**src/rtl/gpio_irq_pkg.sv**
```systemverilog
package gpio_irq_pkg;
  localparam int unsigned OFF_DATA  = 0;
  localparam int unsigned OFF_DIR   = 4;
  localparam int unsigned OFF_PAD   = 8;
  localparam int unsigned OFF_CFGLO = 12;
  localparam int unsigned OFF_CFGHI = 16;
  localparam int unsigned OFF_MASK  = 20;
  localparam int unsigned OFF_STAT  = 24;
  localparam int unsigned OFF_ANY   = 28;

  typedef enum logic [3:0] {
    RD_NONE, RD_DATA, RD_DIR, RD_PAD, RD_CFGLO,
    RD_CFGHI, RD_MASK, RD_STAT, RD_ANY
  } rdSel_e;

  typedef struct packed {
    logic   wrData;
    logic   wrDir;
    logic   wrCfgLo;
    logic   wrCfgHi;
    logic   wrMask;
    logic   wrStat;
    logic   wrAny;
    rdSel_e rdSel;
  } ctlStrb_t;
endpackage

```
**src/rtl/gpio_irq_ctl.sv**
```systemverilog
module gpio_irq_ctl
  import gpio_irq_pkg::*;
#(
  parameter int ADDR_W       = 6,
  parameter bit HAS_ANY_EDGE = 1'b1
) (
  input  logic [ADDR_W-1:0] busAddr,
  input  logic              busWe,
  output ctlStrb_t          strb
);
  always_comb begin
    strb = '0;
    strb.rdSel = RD_NONE;
    if (busAddr == ADDR_W'(OFF_DATA)) begin
      strb.wrData = busWe;  strb.rdSel = RD_DATA;
    end else if (busAddr == ADDR_W'(OFF_DIR)) begin
      strb.wrDir = busWe;   strb.rdSel = RD_DIR;
    end else if (busAddr == ADDR_W'(OFF_PAD)) begin
      strb.rdSel = RD_PAD;
    end else if (busAddr == ADDR_W'(OFF_CFGLO)) begin
      strb.wrCfgLo = busWe; strb.rdSel = RD_CFGLO;
    end else if (busAddr == ADDR_W'(OFF_CFGHI)) begin
      strb.wrCfgHi = busWe; strb.rdSel = RD_CFGHI;
    end else if (busAddr == ADDR_W'(OFF_MASK)) begin
      strb.wrMask = busWe;  strb.rdSel = RD_MASK;
    end else if (busAddr == ADDR_W'(OFF_STAT)) begin
      strb.wrStat = busWe;  strb.rdSel = RD_STAT;
    end else if (busAddr == ADDR_W'(OFF_ANY) && HAS_ANY_EDGE) begin
      strb.wrAny = busWe;   strb.rdSel = RD_ANY;
    end
  end
endmodule

```
**src/rtl/gpio_irq_dp.sv**
```systemverilog
module gpio_irq_dp
  import gpio_irq_pkg::*;
#(
  parameter int DATA_W       = 32,
  parameter int SYNC_STAGES  = 2,
  parameter bit HAS_ANY_EDGE = 1'b1,
  parameter bit SPLIT_IRQ    = 1'b0
) (
  input  logic              clk,
  input  logic              rst_n,
  input  ctlStrb_t          strb,
  input  logic [DATA_W-1:0] busWdata,
  output logic [DATA_W-1:0] busRdata,
  input  logic [DATA_W-1:0] padIn,
  output logic [DATA_W-1:0] padOut,
  output logic [DATA_W-1:0] padOe,
  output logic              irqLo,
  output logic              irqHi
);
  localparam int CFG_W = 2 * DATA_W;
  localparam int HALF  = DATA_W / 2;

  logic [SYNC_STAGES-1:0][DATA_W-1:0] syncChain;
  logic [DATA_W-1:0] padLvl, prevLvl, dataReg, dirReg, maskReg, statReg, anyReg;
  logic [DATA_W-1:0] setReq, clrMask, masked;
  logic [CFG_W-1:0]  cfgReg;

  assign padLvl = syncChain[SYNC_STAGES-1];

  always_ff @(posedge clk or negedge rst_n) begin
    if (!rst_n) begin
      syncChain <= '0;
      prevLvl   <= '0;
    end else begin
      syncChain[0] <= padIn;
      for (int s = 1; s < SYNC_STAGES; s++) syncChain[s] <= syncChain[s-1];
      prevLvl <= padLvl;
    end
  end

  always_ff @(posedge clk or negedge rst_n) begin
    if (!rst_n) begin
      dataReg <= '0;
      dirReg  <= '0;
      maskReg <= '0;
      cfgReg  <= '0;
      statReg <= '0;
    end else begin
      if (strb.wrData)  dataReg <= busWdata;
      if (strb.wrDir)   dirReg  <= busWdata;
      if (strb.wrMask)  maskReg <= busWdata;
      if (strb.wrCfgLo) cfgReg[DATA_W-1:0]     <= busWdata;
      if (strb.wrCfgHi) cfgReg[CFG_W-1:DATA_W] <= busWdata;
      statReg <= (statReg & ~clrMask) | setReq;
    end
  end

  assign clrMask = strb.wrStat ? busWdata : '0;

  generate
    if (HAS_ANY_EDGE) begin : gAny
      always_ff @(posedge clk or negedge rst_n) begin
        if (!rst_n)          anyReg <= '0;
        else if (strb.wrAny) anyReg <= busWdata;
      end
    end else begin : gNoAny
      assign anyReg = '0;
    end
  endgenerate

  // Per-pin condition: any-edge override, then edge or level by mode.
  generate
    for (genvar i = 0; i < DATA_W; i++) begin : gPin
      logic [1:0] mode;
      logic       changed, edgeHit, lvlHit;
      assign mode    = cfgReg[2*i +: 2];
      assign changed = padLvl[i] ^ prevLvl[i];
      assign edgeHit = anyReg[i] ? changed
                                 : (mode[1] & changed & (padLvl[i] != mode[0]));
      assign lvlHit  = ~anyReg[i] & ~mode[1] & (padLvl[i] == mode[0]);
      assign setReq[i] = ~dirReg[i] & (edgeHit | lvlHit);
    end
  endgenerate

  always_comb begin
    case (strb.rdSel)
      RD_DATA:  busRdata = (dataReg & dirReg) | (padLvl & ~dirReg);
      RD_DIR:   busRdata = dirReg;
      RD_PAD:   busRdata = padLvl & ~dirReg;
      RD_CFGLO: busRdata = cfgReg[DATA_W-1:0];
      RD_CFGHI: busRdata = cfgReg[CFG_W-1:DATA_W];
      RD_MASK:  busRdata = maskReg;
      RD_STAT:  busRdata = statReg;
      RD_ANY:   busRdata = anyReg;
      default:  busRdata = '0;
    endcase
  end

  assign padOut = dataReg;
  assign padOe  = dirReg;
  assign masked = statReg & maskReg;

  generate
    if (SPLIT_IRQ) begin : gSplit
      assign irqLo = |masked[HALF-1:0];
      assign irqHi = |masked[DATA_W-1:HALF];
    end else begin : gJoin
      assign irqLo = |masked;
      assign irqHi = 1'b0;
    end
  endgenerate
endmodule

```
**src/rtl/gpio_irq_ctrl.sv**
```systemverilog
module gpio_irq_ctrl
  import gpio_irq_pkg::*;
#(
  parameter int ADDR_W       = 6,
  parameter int DATA_W       = 32,
  parameter int SYNC_STAGES  = 2,
  parameter bit HAS_ANY_EDGE = 1'b1,
  parameter bit SPLIT_IRQ    = 1'b0
) (
  input  logic              clk,
  input  logic              rst_n,
  input  logic [ADDR_W-1:0] busAddr,
  input  logic              busWe,
  input  logic [DATA_W-1:0] busWdata,
  output logic [DATA_W-1:0] busRdata,
  input  logic [DATA_W-1:0] padIn,
  output logic [DATA_W-1:0] padOut,
  output logic [DATA_W-1:0] padOe,
  output logic              irqLo,
  output logic              irqHi
);
  ctlStrb_t strb;

  gpio_irq_ctl #(.ADDR_W(ADDR_W), .HAS_ANY_EDGE(HAS_ANY_EDGE)) uCtl (
    .busAddr(busAddr), .busWe(busWe), .strb(strb)
  );

  gpio_irq_dp #(
    .DATA_W(DATA_W), .SYNC_STAGES(SYNC_STAGES),
    .HAS_ANY_EDGE(HAS_ANY_EDGE), .SPLIT_IRQ(SPLIT_IRQ)
  ) uDp (
    .clk(clk), .rst_n(rst_n), .strb(strb), .busWdata(busWdata),
    .busRdata(busRdata), .padIn(padIn), .padOut(padOut), .padOe(padOe),
    .irqLo(irqLo), .irqHi(irqHi)
  );
endmodule

```
**config.mk**
```make
export PLATFORM = sky130hd
export DESIGN_NAME = gpio_irq_ctrl
export DESIGN_NICKNAME = d
export VERILOG_FILES = /design/src/rtl/gpio_irq_pkg.sv /design/src/rtl/gpio_irq_ctl.sv /design/src/rtl/gpio_irq_dp.sv /design/src/rtl/gpio_irq_ctrl.sv
export SDC_FILE = /design/constraint.sdc
export NUM_CORES = 1
export LEC_CHECK = 0
export CORE_UTILIZATION = 55
export CTS_BUF_LIST = sky130_fd_sc_hd__clkbuf_8
export DETAILED_ROUTE_END_ITERATION = 8
export GPL_TIMING_DRIVEN = 1
export PLACE_DENSITY = 0.78
export SLEW_MARGIN = 20
export SYNTH_ARGS = -nofsm -noshare
export SYNTH_HDL_FRONTEND = slang
export SYNTH_SLANG_ARGS = --single-unit
```
**constraint.sdc**
```tcl
create_clock -name clk -period 2.2 [get_ports clk]
set_clock_uncertainty 0.15 [all_clocks]
set_input_delay 0.44 -clock clk [delete_from_list [all_inputs] [get_ports clk]]
set_output_delay 0.44 -clock clk [all_outputs]
set_load 0.02 [all_outputs]
```
==> results by stage <==
Timing:
- After layout, the worst path uses 124% of the clock period.
- The number of failing setup endpoints in the final timing report is 34.
- For the pin with the worst max-slew slack, the measured transition is around 0.57 ns.
- The total negative setup slack is -7.23 ns.
- Once routing completed, OpenROAD measured the worst setup slack at -0.533 ns.
- Derived from the worst setup path, the maximum achievable clock frequency is approximately 370 MHz.
- The smallest clock period supported by the final layout is computed as ~2.7 ns.
- The relative slew slack is roughly 62%.
- The number of max-slew violations in the final report is 0.
- The final-report hold violation count was 0.
- Setup repair after global routing could not meet its margin everywhere.

Synth:
- Sequential cells were found to cover a little over half of the synthesized design area.
- The leading area contributor after synthesis is dfrtp_1.
- The synthesis warning total is 0.
- Averaged over all synthesized cells, the footprint is between 10 and 15 um^2.
- Of the post-synthesis cell area, the dominant cell type holds between 50% and 60%.
- Ranked by total cell area, the synthesized netlist is headed by dfrtp_1, mux2_2, mux2_1, nor3b_1, a22oi_1.
- Counting flops and latches in the post-synthesis netlist gives 320.
- The count of distinct cell types in the synthesized netlist is 37.
- Counting every net in the synthesized netlist gives between 1000 and 1500.
- The mapped netlist covers approximately 15000 um^2.
- The count of mapped cells out of synthesis is 1261.

Die:
- The core footprint is roughly 27000 um^2.
- The height of the die is 169 um.
- For this configuration, the core starts out at a cell density of a little under three fifths.
- The floorplan step set the die width to about 170 um.
- The number of placed I/O pins is around 170.
- The number of core rows is 60.
- The die covers 28500 um^2.

Drt:
- In the routed design, unresolved DRC markers number 0.
- The final layout contains routed wiring with a total length of approximately 56 mm.
- After detailed routing, the average wire length per cell comes to about 26 um.
- The final route contains about 14000 vias.
- The first routing iteration left 1400 violations.
- The number of detailed-route iterations in the first pass is 7.
- Using the TritonRoute via totals, the vias-per-cell ratio works out to approximately 6.5.
- The number of nets with antenna violations after detailed routing is 0.

Critical path:
- The critical path endpoint category is a primary output.
- The launching point of the worst reg2reg path is uDp.padLvl[21]$_DFF_PN0_.
- Together, buffers and inverters on the worst path number 1.
- The cell with the largest stage delay on the worst path is or4_4.
- In this run the register-to-register setup slack is approximately 0.67 ns.
- The critical path class is reg -> out.
- The cell family contributing the most delay on the critical path is simple AND/OR/NAND/NOR gates.
- In this design, the stage delay of the slowest critical-path cell is about 0.57 ns.
- Data on the critical path is required at its endpoint by 1.61 ns.
- The number of cells on the worst reg-to-reg path is 5.
- The startpoint type of the worst setup path is a flop.
- The arrival time of data at the critical path endpoint is approximately 2.1 ns.
- The largest fanout on the critical path is 2.
- The endpoint identified for the worst register-to-register timing path is uDp.statReg[21]$_DFF_PN0_.
- The signal on the critical path passes through a22oi_2 > nand4_1 > or4_4 > buf_6.
- The logic depth of the worst setup path including buffers is 4.

Clock tree:
- The TritonCTS clock tree is yes.
- After clock tree synthesis, the clock-pin slew on the worst setup and hold paths is approximately 0.070 ns.
- Clock latency on the worst-skew pair, taken at its later pin, is approximately 0.60 ns.
- The total number of clock tree sinks is between 300 and 400.
- In this run the number of H-tree levels came out at 2.
- Clock tree synthesis selected as its root buffer the cell clkbuf_8.
- The number of clock buffers added by TritonCTS is 53.
- The maximum root-to-sink buffer count is 3.

Placement:
- Buffers placed on the I/O ports in this run total between 150 and 200.
- The wire-length estimate of the detail-placed layout is 32.8 mm.
- Once placement finished, the instance area stood at ~20000 um^2.
- The routability congestion estimate from global placement is a little under 0.9.
- Once placement completed, the tool counted placed cells totaling about 2000.

Pwr:
- In this run the power density over the cells is about 730 nW/um^2.
- The sequential share of power is between 40% and 50%.
- The internal portion of the total power is about 11 mW.
- Across the VDD grid, the largest voltage drop is approximately 0.5 mV.
- The total leakage power is around 10 nW.
- The power consumption is 16.3 mW.
- Per report_power, the combinational group accounts for a little under a quarter of the total.
- The net switching power figure is between 4 and 5 mW.
- Net switching is a little under a third of the power.
- The share of total power in the clock network is 33.4%.

Worst hold path:
- The endpoint with the worst hold slack is uDp.syncChain[16]$_DFF_PN0_.
- The class of the tightest hold or removal check is in -> reg.
- Counting instances, the worst hold path has a depth of 1.
- In this run the most critical hold path is launched from padIn[16].

GRT:
- The total grt overflow is 0.
- Entering global routing, the biggest net connects 54 pins.
- The initial antenna violation count is 1.
- Global routing consumed, over all layers together, 38.1% of the routing resources.
- The first global-routing pass estimated ~82 mm of wire.
- The via count of the first global-routing pass is between 10000 and 15000.

Cells and area:
- The filler cell count is around 1400.
- The fraction of layout cells with a size suffix above 1 is 42.1%.
- The final layout net count is 1784.
- Leaving out filler cells and counting taps, the final layout contains 2121.
- The antenna diode count is 0.
- The synthesis-to-finish area growth is 46.7%.
- The final non-filler cell area is 22500 um^2.

Flow run:
- The total of max-cap violations is 0.

Run status:
- The final reports fail on setup timing.
- The flow ran to the end, but the final reports show violations.
kinds of logic after synthesis:
logic type	after synthesis	share of synthesized area, %
buffers and inverters	73	2.10
other	1	0.0245
XOR/XNOR	62	3.54
AND/OR/NAND/NOR	277	10.5
multiplexers	256	18.8
AO/OA/AOI/OAI	272	12.8
flip-flops	320	52.2
cell type report:
cell class | instances | area (um^2) | area share [%]
Multi-Input combinational cell | 868 | 8210 | 36.5
Sequential cell | 320 | 8010 | 35.6
Timing Repair Buffer | 468 | 4720 | 21.0
Clock buffer | 73 | 1000 | 4.47
Tap cell | 372 | 465 | 2.07
Clock inverter | 20 | 92.6 | 0.412
how the worst max path moves through the flow:
stage | from | endpoint
finish | uDp.maskReg[21]$_DFFE_PN0P_ | irqLo
global route | uDp.maskReg[30]$_DFFE_PN0P_ | irqLo
CTS | uDp.statReg[30]$_DFF_PN0_ | irqLo
detailed placement | busAddr[3] | busRdata[1]
global placement | busAddr[3] | busRdata[14]
floorplan | busAddr[2] | busRdata[31]
per-stage QoR:
step / setup slack [ns] / hold slack, ns / utilization, %
finish: -0.533 / 0.136 / 82.8
global route: -0.574 / 0.131 / 82.8
CTS: -0.587 / 0.127 / 81.5
detailed placement: -0.947 / 0.185 / 73.5
global placement: -0.916 / 0.182 / 73.5
floorplan: -0.0289 / -0.00559 / -
synthesized netlist by cell type, drive strengths merged:
library cell / n
nand4: 7
mux2: 256
and3b: 2
nor3b: 63
conb: 1
nor4: 1
a22oi: 46
dfrtp: 320
nor2: 34
nor2b: 32
nor4bb: 2
xor2: 32
o21a: 32
o211ai: 32
a21oi: 64
nand2: 33
clkbuf: 33
a221oi: 1
nand4bb: 1
o221ai: 32
nand2b: 32
o2111ai: 32
xnor2: 30
nor3: 1
and4: 1
o31ai: 32
buf: 40
or2: 1
a211oi: 1
nand3: 66
or4: 1
routing by layer:
metal / vias up / global-route usage, % / share of wire (%)
met3: 277 / 8.18 / 9.2
li1: 5651 / - / -
met2: 911 / 61.0 / 47
met4: 2 / 23.0 / 6.3
met5: - / 0 / 0.023
met1: 6935 / 47.6 / 37
cell usage in the layout, fill, tap and decap left out, types with 3 or more instances in the layout:
cell type and count:
dfrtp_1 318, buf_4 208, mux2_2 167, buf_6 83, clkdlybuf4s50_1 75, clkbuf_8 73, a21oi_1 62, mux2_1 61
nor3b_1 43, a22oi_1 42, dlygate4sd2_1 37, buf_12 37, nor2_1 33, o21a_1 32, o211ai_1 32, xor2_1 32
nand2b_1 32, nand2_1 32, o31ai_1 32, o221ai_1 32, nor2b_1 31, nand3_2 30, o2111ai_4 30, xnor2_1 30
mux2_4 28, nand3_4 20, nor3b_2 18, nand3_1 16, dlymetal6s2s_1 16, clkinv_2 11, inv_1 8, nand4_1 5
a22oi_2 4, buf_16 4, buf_2 3
flip-flops by register name, indices dropped and copies added, names as in the netlist:
name	flops
uDp.anyReg	32
uDp.cfgReg	64
uDp.maskReg	32
uDp.padLvl	32
uDp.padOe	32
uDp.padOut	32
uDp.prevLvl	32
uDp.statReg	32
uDp.syncChain	32
power groups by stage:
stage          combinational, mW  clock, mW  sequential, mW
2_1_floorplan               1.37          0            7.20
3_3_place_gp                3.25          0            7.00
3_5_place_dp                3.35          0            7.04
4_1_cts                     3.59       5.40            6.96
5_1_grt                     4.02       5.69            7.07
6_report                    3.83       5.45            7.03
repair_timing:
item / in CTS / in global routing
pin swaps: 60 / 45
gates resized for setup: 382 / 72
endpoints found under the setup margin: 102 / 49
hold buffers: 1 / 0
gates cloned: 4 / 0
endpoints found under the hold margin: 46 / 0
setup buffers: 48 / 16
No activity file was read; power rests on OpenSTA's default activity.
